[config.mk]
export PLATFORM = sky130hd
export DESIGN_NAME = dr_channel
export DESIGN_NICKNAME = d
export VERILOG_FILES = /design/src/rtl/dr_pkg.sv /design/src/rtl/dr_sender.sv /design/src/rtl/dr_receiver.sv /design/src/rtl/dr_activity.sv /design/src/rtl/dr_channel.sv
export SDC_FILE = /design/constraint.sdc
export NUM_CORES = 1
export LEC_CHECK = 0
export ABC_AREA = 0
export CORE_MARGIN = 2
export CORE_UTILIZATION = 66
export CTS_BUF_LIST = sky130_fd_sc_hd__clkbuf_4
export DETAILED_ROUTE_END_ITERATION = 10
export DONT_BUFFER_PORTS = 1
export PLACE_DENSITY = 0.85
export RECOVER_POWER = 25
export SLEW_MARGIN = 30
export SYNTH_ARGS = -nofsm -noshare
export SYNTH_HDL_FRONTEND = slang
export SYNTH_HIERARCHICAL = 1
export SYNTH_SLANG_ARGS = --single-unit
[constraint.sdc]
create_clock -name clk -period 6.4 [get_ports clk]
set_input_delay 1.28 -clock clk [delete_from_list [all_inputs] [get_ports clk]]
set_output_delay 1.28 -clock clk [all_outputs]
set_load 0.02 [all_outputs]
[src/rtl/dr_pkg.sv]
package dr_pkg;

  localparam logic [1:0] PAIR_EMPTY = 2'b00;
  localparam logic [1:0] PAIR_ZERO  = 2'b10;
  localparam logic [1:0] PAIR_ONE   = 2'b01;

  typedef enum logic [1:0] {
    TX_IDLE  = 2'd0,
    TX_DRIVE = 2'd1,
    TX_RTZ   = 2'd2
  } tx_state_t;

  function automatic logic [1:0] bit_to_pair(input logic b);
    return b ? PAIR_ONE : PAIR_ZERO;
  endfunction

  function automatic logic pair_has_data(input logic [1:0] p);
    return p[1] ^ p[0];
  endfunction

  function automatic logic pair_is_bad(input logic [1:0] p);
    return p[1] & p[0];
  endfunction

  function automatic logic pair_value(input logic [1:0] p);
    return p[0];
  endfunction

endpackage

[src/rtl/dr_sender.sv]
module dr_sender
  import dr_pkg::*;
#(
  parameter int DATA_W = 8,
  localparam int RAIL_W = 2 * DATA_W
) (
  input  logic              clk,
  input  logic              rst,
  input  logic              in_valid,
  output logic              in_ready,
  input  logic [DATA_W-1:0] in_data,
  input  logic              ack_i,
  output logic [RAIL_W-1:0] rails_o
);

  tx_state_t          state_q;
  logic [RAIL_W-1:0]  enc;

  always_comb begin
    for (int i = 0; i < DATA_W; i++) begin
      enc[2*i +: 2] = bit_to_pair(in_data[i]);
    end
  end

  assign in_ready = (state_q == TX_IDLE) && !ack_i;

  always_ff @(posedge clk) begin
    if (rst) begin
      state_q <= TX_IDLE;
      rails_o <= '0;
    end else begin
      case (state_q)
        TX_IDLE: begin
          if (in_valid && in_ready) begin
            rails_o <= enc;
            state_q <= TX_DRIVE;
          end
        end
        TX_DRIVE: begin
          if (ack_i) begin
            rails_o <= '0;
            state_q <= TX_RTZ;
          end
        end
        TX_RTZ: begin
          if (!ack_i) state_q <= TX_IDLE;
        end
        default: state_q <= TX_IDLE;
      endcase
    end
  end

endmodule

[src/rtl/dr_receiver.sv]
module dr_receiver
  import dr_pkg::*;
#(
  parameter int DATA_W = 8,
  localparam int RAIL_W = 2 * DATA_W
) (
  input  logic              clk,
  input  logic              rst,
  input  logic [RAIL_W-1:0] rails_i,
  output logic              ack_o,
  output logic              out_valid,
  input  logic              out_ready,
  output logic [DATA_W-1:0] out_data,
  output logic              err,
  output logic              rx_full,
  output logic              rx_empty,
  output logic              rx_bad
);

  logic [DATA_W-1:0] dec;
  logic [DATA_W-1:0] hold_q;

  always_comb begin
    rx_full = 1'b1;
    rx_bad  = 1'b0;
    for (int i = 0; i < DATA_W; i++) begin
      rx_full = rx_full & pair_has_data(rails_i[2*i +: 2]);
      rx_bad  = rx_bad  | pair_is_bad(rails_i[2*i +: 2]);
      dec[i]  = pair_value(rails_i[2*i +: 2]);
    end
    rx_empty = (rails_i == '0);
  end

  always_ff @(posedge clk) begin
    if (rst) begin
      ack_o     <= 1'b0;
      out_valid <= 1'b0;
      out_data  <= '0;
      hold_q    <= '0;
      err       <= 1'b0;
    end else begin
      if (rx_bad) err <= 1'b1;
      if (!ack_o) begin
        if (rx_full && !out_valid) begin
          ack_o  <= 1'b1;
          hold_q <= dec;
        end
      end else if (rx_empty) begin
        ack_o     <= 1'b0;
        out_valid <= 1'b1;
        out_data  <= hold_q;
      end
      if (out_valid && out_ready) out_valid <= 1'b0;
    end
  end

endmodule

[src/rtl/dr_activity.sv]
module dr_activity #(
  parameter int RAIL_W = 16,
  parameter int ACT_W  = 32,
  localparam int STEP_W = $clog2(RAIL_W + 1)
) (
  input  logic              clk,
  input  logic              rst,
  input  logic [RAIL_W-1:0] rails_i,
  output logic [ACT_W-1:0]  activity
);

  logic [RAIL_W-1:0] prev_q;
  logic [STEP_W-1:0] step;
  logic [ACT_W:0]    sum;

  always_comb begin
    step = '0;
    for (int i = 0; i < RAIL_W; i++) begin
      step = step + STEP_W'(prev_q[i] ^ rails_i[i]);
    end
    sum = {1'b0, activity} + (ACT_W + 1)'(step);
  end

  always_ff @(posedge clk) begin
    if (rst) begin
      prev_q   <= '0;
      activity <= '0;
    end else begin
      prev_q <= rails_i;
      if (sum[ACT_W]) activity <= '1;
      else            activity <= sum[ACT_W-1:0];
    end
  end

endmodule

[src/rtl/dr_channel.sv]
module dr_channel #(
  parameter int DATA_W = 8,
  parameter int ACT_W  = 32,
  localparam int RAIL_W = 2 * DATA_W
) (
  input  logic              clk,
  input  logic              rst,
  input  logic              in_valid,
  output logic              in_ready,
  input  logic [DATA_W-1:0] in_data,
  output logic [RAIL_W-1:0] rails_o,
  input  logic              ack_i,
  input  logic [RAIL_W-1:0] rails_i,
  output logic              ack_o,
  output logic              out_valid,
  input  logic              out_ready,
  output logic [DATA_W-1:0] out_data,
  output logic              err,
  output logic [ACT_W-1:0]  activity
);

  logic rx_full;
  logic rx_empty;
  logic rx_bad;

  dr_sender #(.DATA_W(DATA_W)) u_tx (
    .clk(clk), .rst(rst), .in_valid(in_valid), .in_ready(in_ready),
    .in_data(in_data), .ack_i(ack_i), .rails_o(rails_o)
  );

  dr_receiver #(.DATA_W(DATA_W)) u_rx (
    .clk(clk), .rst(rst), .rails_i(rails_i), .ack_o(ack_o),
    .out_valid(out_valid), .out_ready(out_ready), .out_data(out_data),
    .err(err), .rx_full(rx_full), .rx_empty(rx_empty), .rx_bad(rx_bad)
  );

  dr_activity #(.RAIL_W(RAIL_W), .ACT_W(ACT_W)) u_act (
    .clk(clk), .rst(rst), .rails_i(rails_i), .activity(activity)
  );

endmodule

# --- After elaboration in Yosys (flattened, before gate mapping) ---
# Index checks and enable logic that the tools add are counted.
# Widths: inputs -> output; s select.
op_classes:
  bitwise_logic: 47
  n_addsub: 16
  muxes: 19
  eq_ne: 5
  n_reduce_logical: 14
ops:
  columns: ["cell", "n"]
  rows:
  - ["$add 5x5->5", 15]
  - ["$add 32x5->33", 1]
  - ["$mux 16", 2]
  - ["$mux 32", 1]
  - ["$pmux 16 s2", 1]
  - ["$xor 1x1->1", 24]
  - ["$mux 2", 11]
  - ["$logic_not 16->1", 1]
  - ["$and 1x1->1", 15]
  - ["$or 1x1->1", 7]
  - ["$ne 2x2->1 const B", 3]
  - ["$pmux 2 s3", 1]
  - ["$reduce_and 3->1", 2]
  - ["$logic_and 1x1->1", 4]
  - ["$reduce_and 2->1", 2]
  - ["$mux 1", 3]
  - ["$eq 2x1->1 const B", 1]
  - ["$eq 2x2->1 const B", 1]
  - ["$logic_not 1->1", 2]
  - ["$logic_not 2->1", 1]
  - ["$reduce_bool 2->1", 1]
  - ["$reduce_or 2->1", 1]
  - ["$not 1->1", 1]
totals:
  elab_cells: 110
  output_inout_bits: 60
  regBits: 85
  in_bits: 29

# --- Logic depth before layout (Yosys ltp) ---
# Gate-level depths: netlist (run 1).
depth:
  depth_word: 18
  ltp_mapped: 17
  depth_no_buf: 16

# --- Cells and area by module ---
# Netlist (run 1), hierarchy kept.
by_module_without_submodules:
  columns: ["module", "seq_area_each_um2", "n_inst", "cells_each", "area_each_um2"]
  rows:
  - ["dr_activity", 960.9, 1, 260, 2595.0]
  - ["dr_receiver", 380.4, 1, 116, 1127.3]
  - ["dr_sender", 360.3, 1, 46, 608.1]

# --- Least setup slack after synthesis (run 1) ---
# OpenSTA, ideal clock, no wires.
synth_path:
  kind: "input-to-reg"
  startpoint: "input port rails_i[4]"
  endpoint: "register u_act.activity[15]"
  arrival_time_ns: 5.346
  setup_time_ns: 0.073
  required_time_ns: 6.327
  stages: 16
  path_slack_ns: 0.981
  n_path_buf: 2
  path_cell_list: "xor2_1 fa_1 fa_1 fa_1 inv_1 fa_1 fa_1 inv_1 fa_1 a211oi_1 o21ai_2 nand4_2 or2_1 buf_6 buf_6 a21oi_1"
synth_between:
  elab_chain_cells: 15
synth_rtl:
  columns: ["element", "line", "source"]
  rows:
  - ["start, declared", "dr_channel.sv:13", "input logic [RAIL_W-1:0] rails_i,"]
  - ["$xor 1x1->1", "dr_activity.sv:19", "step = step + STEP_W'(prev_q[i] ^ rails_i[i]);"]
  - ["$add 5x5->5 (12 in series)", "dr_activity.sv:19", null]
  - ["$add 32x5->33", "dr_activity.sv:21", "sum = {1'b0, activity} + (ACT_W + 1)'(step);"]
  - ["$mux 32", "dr_activity.sv:30", "if (sum[ACT_W]) activity <= '1;"]
  - ["end signal, assigned", "dr_activity.sv:31", "else activity <= sum[ACT_W-1:0];"]
  - ["end, declared", "dr_activity.sv:9", "output logic [ACT_W-1:0] activity"]
# No other way between the ends.
# A chain may end at the register's enable or synchronous reset.

# --- Final worst setup path (run 1) ---
layout_path:
  startpoint: "input port rails_i[4]"
  endpoint: "register u_act.activity[5]"
# The elaborated chain is that of the path after synthesis.

==> results of run 1 <==
## state kept, by name, summed over array words and instances, names as in the netlist
name and cells:
u_act/activity 32, u_act/prev_q 16, u_rx/ack_o 1, u_rx/err 1, u_rx/hold_q 8, u_rx/out_data 8
u_rx/out_valid 1, u_tx/rails_o 16, u_tx/state_q 2
## layer usage
metal	global-route usage, %	vias up
met1	29.5	1391
met4	5.63	0
met2	40.8	82
met5	0	-
li1	-	1409
met3	8.56	8
## per-stage QoR
step	total power, mW	cell area, sq um	utilization [%]
after CTS	1.56	4430	69.7
after detailed placement	1.25	4300	67.6
final	1.55	4420	69.6
after global routing	1.66	4420	69.6
after floorplan	1.13	4320	-
after global placement	1.23	4300	67.6
## final cells by class
cell class | instances | area, sq um
sequential | 85 | 1700
clock buffer | 11 | 82.6
inverter | 41 | 154
multi-input combinational | 277 | 2330
fill | 494 | 1930
tap | 77 | 96.3
clock inverter | 4 | 50.0
timing repair buffer | 1 | 3.75
## worst paths after layout
path	end	slack (ns)
setup / recovery	u_act/activity[5]$_SDFF_PP0_	0.93
hold reg to reg	u_rx/out_data[0]$_SDFFE_PP0P_	0.49
hold / removal	u_rx/out_data[0]$_SDFFE_PP0P_	0.49
setup reg to reg	u_act/activity[5]$_SDFF_PP0_	1.44
## worst max-delay path: stages
cell	delay, ns
xor2_1	0.18
fa_1	0.48
fa_1	0.52
fa_1	0.57
inv_1	0.08
fa_1	0.53
fa_1	0.45
inv_1	0.08
fa_1	0.22
a211oi_1	0.10
o21ai_2	0.33
nand4_2	0.17
or2_2	0.58
a21oi_1	0.23
## power by group through the flow
stage                     registers [mW]  logic, mW  clock network, mW
after floorplan                    0.613      0.517                  0
after global placement             0.620      0.607                  0
after detailed placement           0.620      0.634                  0
after CTS                          0.608      0.642              0.304
after global routing               0.611      0.725              0.325
final                              0.607      0.645              0.295
==> results.json, run 1 <==
{
  "cts_setup_buffers": 0,
  "start_kind": "input port",
  "grt_max_degree": 82,
  "status": "finished clean",
  "rows": 29,
  "cts_buffers": 9,
  "core_sq_um": 6350,
  "antennaDiodeCount": 0,
  "grt_usage_pct": 24.0,
  "drt_iter0_drc": 118,
  "vias": 2890,
  "hold-worst-slack_ns": 0.491,
  "finalCritPeriodShare_pct": 85.5,
  "clockPowerShare_pct": 19.1,
  "h-tree-depth": 3,
  "rsz0062_at_grt": "no",
  "p_leak_nw": 1.72,
  "port_buffers": 0,
  "maxUsedRoutingLayer": "met4",
  "crit_required_ns": 6.73,
  "postSynthCellCount": 419,
  "instances_no_fill": 496,
  "hold_buffers": 0,
  "worstHoldPathType": "flip-flop to flip-flop",
  "critPathKind": "input port to flip-flop",
  "place.detailed.hpwl_mm": 6.11,
  "fp.dieH_um": 84.9,
  "grt_antenna_before_repair": 0,
  "vias_per_cell": 5.83,
  "syn_area_sq_um": 4320,
  "crit_fanout": 27,
  "grt_first_pass_wirelength_mm": 13.8,
  "grt_overflow": 0,
  "cts-root-buf": "clkbuf_4",
  "final.setup.worst_slack_ns": 0.931,
  "p_sw_share_pct": 36.8,
  "hold_depth": 2,
  "syn_nets": 484,
  "internal-power_uw": 978,
  "drc": 0,
  "hp-start": "u_rx/hold_q[0]$_SDFFE_PP0P_",
  "ff2ff_path_depth": 14,
  "ant_nets": 0,
  "p_sw_uw": 569,
  "cts.sink_count": 85,
  "ys.warnings.count": 6,
  "cp-startpoint": "rails_i[4]",
  "pwr-share-seq_pct": 39.3,
  "finClkSkew_ns": 0.0218,
  "final_common_cell": "dfxtp_1",
  "worst_ir_drop_vdd_mv": 0.300,
  "avgRoutedWirePerCell_um": 17.0,
  "cts_tree": "yes",
  "pin_count": 89,
  "hold_violations": 0,
  "dp_slack_ns": 0.518,
  "syn_avg_cell_area_sq_um": 10.3,
  "cts_resized": 0,
  "clkTransAtPathRegs_ns": 0.12,
  "cellPowerDensity_nw_per_um2": 350,
  "fmax_mhz": 183,
  "clockBufferDepth": 2,
  "layout_common_cells": "85 x dfxtp_1, 40 x inv_1, 27 x xnor2_1",
  "drv_cap": 0,
  "rr_startpoint": "u_act/prev_q[4]$_SDFF_PP0_",
  "initial_core_util_pct": 68.0,
  "grt_pass1_vias": 2836,
  "setup_violations": 0,
  "fin_crit_ns": 5.47,
  "worstPathArrival_ns": 5.80,
  "nNetsFinal": 480,
  "m1WireLength_mm": 3.65,
  "worst_pin_slew_ns": 1.08,
  "tns_ns": 0,
  "syn2layout_area_growth_pct": 2.29,
  "slew_viol_final": 0,
  "wirelength_mm": 8.45,
  "die_w_um": 84.9,
  "slew_headroom_pct": 27.4,
  "wl_met3_um": 559,
  "cp-end-kind": "flip-flop",
  "place_inst": 481,
  "dr_wl_met2_mm": 4.14,
  "combinationalPowerShare_pct": 41.7,
  "clk_latency_ns": 0.40,
  "gp_congestion": 0.806,
  "first_pass_iters": 4,
  "die_area_sq_um": 7210,
  "drive_gt1_share_pct": 12.2
}
No activity file was read; power rests on OpenSTA's default activity.
==> inputs of run 2 (changes only) <==
--- a/config.mk
+++ b/config.mk
@@ -5,7 +5,7 @@
 export SDC_FILE = /design/constraint.sdc
 export NUM_CORES = 1
 export LEC_CHECK = 0
-export ABC_AREA = 0
+export ABC_AREA = 1
 export CORE_MARGIN = 2
 export CORE_UTILIZATION = 66
 export CTS_BUF_LIST = sky130_fd_sc_hd__clkbuf_4
==> run 2 against run 1 <==
Clock power up 3%. Critical path type unchanged. Sequential power barely moved. Combinational power rose by 9.5%. Routed wire length rose by 29%. Global-route usage rose by 3.6 points. Cell area is 18% higher. Register-to-register slack better by 0.17 ns. Final cell count up 62%. Sequential cell count unchanged. Critical endpoint is now u_act/activity[31]$_SDFF_PP0_. First-iteration DRC count grew 73%. Clock skew down 0.0036 ns. Synthesized cell count rose by 68%.
==> results.json, run 2 <==
{
  "syn2layout_area_growth_pct": 2.82,
  "p_sw_uw": 647,
  "drive_gt1_share_pct": 9.52,
  "antennaDiodeCount": 0,
  "grt_pass1_vias": 4311,
  "port_buffers": 0,
  "hold_buffers": 0,
  "wirelength_mm": 10.9,
  "drt_iter0_drc": 204,
  "initial_core_util_pct": 69.1,
  "cts.sink_count": 85,
  "final_common_cell": "nand2_1",
  "crit_required_ns": 6.78,
  "grt_max_degree": 54,
  "vias": 4273,
  "h-tree-depth": 3,
  "cts_tree": "yes",
  "cts-root-buf": "clkbuf_4",
  "instances_no_fill": 803,
  "pin_count": 89,
  "slew_headroom_pct": 45.0,
  "regMostFlops": "u_act/activity",
  "postSynthCellCount": 703,
  "clockPowerShare_pct": 18.8,
  "clockBufferDepth": 2,
  "gp_congestion": 0.908,
  "worst_pin_slew_ns": 0.821,
  "ys.warnings.count": 6,
  "grt_overflow": 0,
  "grt_usage_pct": 27.7,
  "largestRegisters": "u_act/activity (32), u_act/prev_q (16), u_tx/rails_o (16)",
  "cellPowerDensity_nw_per_um2": 310,
  "layout_common_cells": "185 x nand2_1, 131 x inv_1, 85 x dfxtp_1",
  "crit_fanout": 23,
  "p_sw_share_pct": 40.1,
  "fp.dieH_um": 91.6,
  "cts_resized": 0,
  "place_inst": 788,
  "clk_latency_ns": 0.43,
  "rows": 31,
  "cts_buffers": 9,
  "grt_antenna_before_repair": 0,
  "p_leak_nw": 2.40,
  "worstHoldPathType": "flip-flop to flip-flop",
  "largest_reg_flops": 32,
  "finalCritPeriodShare_pct": 82.6,
  "slew_viol_final": 0,
  "place.detailed.hpwl_mm": 8.28,
  "internal-power_uw": 967,
  "start_kind": "input port",
  "setup_violations": 0,
  "grt_first_pass_wirelength_mm": 18.8,
  "cp-end-kind": "flip-flop",
  "first_pass_iters": 5,
  "die_area_sq_um": 8390,
  "vias_per_cell": 5.32,
  "cts_setup_buffers": 0,
  "die_w_um": 91.6,
  "drc": 0,
  "critPathKind": "input port to flip-flop",
  "ant_nets": 0,
  "status": "finished clean",
  "worstPathArrival_ns": 5.66,
  "worst_ir_drop_vdd_mv": 0.239,
  "rsz0062_at_grt": "no",
  "nNetsFinal": 765,
  "fmax_mhz": 189,
  "avgRoutedWirePerCell_um": 13.6,
  "pwr-share-seq_pct": 37.5,
  "syn_nets": 768,
  "hold_violations": 0,
  "syn_area_sq_um": 5060,
  "core_sq_um": 7330,
  "clkTransAtPathRegs_ns": 0.14,
  "combinationalPowerShare_pct": 43.7,
  "tns_ns": 0,
  "fin_crit_ns": 5.28,
  "final_util_pct": 71.0,
  "syn_avg_cell_area_sq_um": 7.20,
  "drv_cap": 0,
  "finClkSkew_ns": 0.0181
}
-- run 2: cell types whose count changed in the layout (fill, tap and decap cells not counted), moves of 24 or more --
cell,previous run,this run
inv_1,40,131
nand2_1,10,185
nand2b_1,24,0
nand3_1,8,37
nor2_1,12,76
-- run 2: critical path, cell delays in order --
cell and delay, ns:
xor2_1 0.19, fa_1 0.48, fa_1 0.53, fa_1 0.57, inv_1 0.07, fa_1 0.51, fa_1 0.42, inv_1 0.12
fa_1 0.25, nand2_1 0.07, nand2_1 0.11, nand3_1 0.13, nand2_4 0.13, nand4_4 0.42, nand3_1 0.25, nand2_1 0.06
inv_1 0.05
-- run 2: area by class of cell --
class	count	area, sq um
clock inverter	6	63.8
multi-input combinational	470	2750
fill	594	2130
inverter	134	503
clock buffer	9	67.6
tap	99	124
sequential	85	1700
-- run 2: path summary, 6_finish.rpt --
path,start,endpoint,slack (ns),depth (start not counted)
hold reg to reg,u_rx/hold_q[7]$_SDFFE_PP0P_,u_rx/hold_q[7]$_SDFFE_PP0P_,0.55,4
hold / removal,u_rx/hold_q[7]$_SDFFE_PP0P_,u_rx/hold_q[7]$_SDFFE_PP0P_,0.55,4
setup / recovery,rails_i[4],u_act/activity[31]$_SDFF_PP0_,1.12,17
setup reg to reg,u_act/prev_q[4]$_SDFF_PP0_,u_act/activity[31]$_SDFF_PP0_,1.61,17
-- run 2: layer usage --
layer,up-vias,GRT usage [%],routed length (um)
met5,-,0,0
met4,0,9.60,138
met3,14,7.63,815
met2,121,49.3,5510
met1,1992,31.7,4450
li1,2146,-,-
-- run 2: through the flow --
step                power [mW]  setup slack (ns)  hold slack (ns)  cell area (sq um)
finish                    1.61              1.12            0.546               5200
global route              1.75             0.868            0.587               5200
CTS                       1.62              1.12            0.549               5230
detailed placement        1.31             0.680            0.515               5100
global placement          1.28             0.817            0.507               5100
floorplan                 1.19              1.28            0.492               5060
-- run 2: power by group through the flow --
stage	Clock [mW]	Sequential [mW]	Combinational [mW]
3_5_place_dp	0	0.618	0.696
6_report	0.303	0.605	0.706
4_1_cts	0.314	0.606	0.705
3_3_place_gp	0	0.616	0.666
2_1_floorplan	0	0.612	0.578
5_1_grt	0.334	0.609	0.809
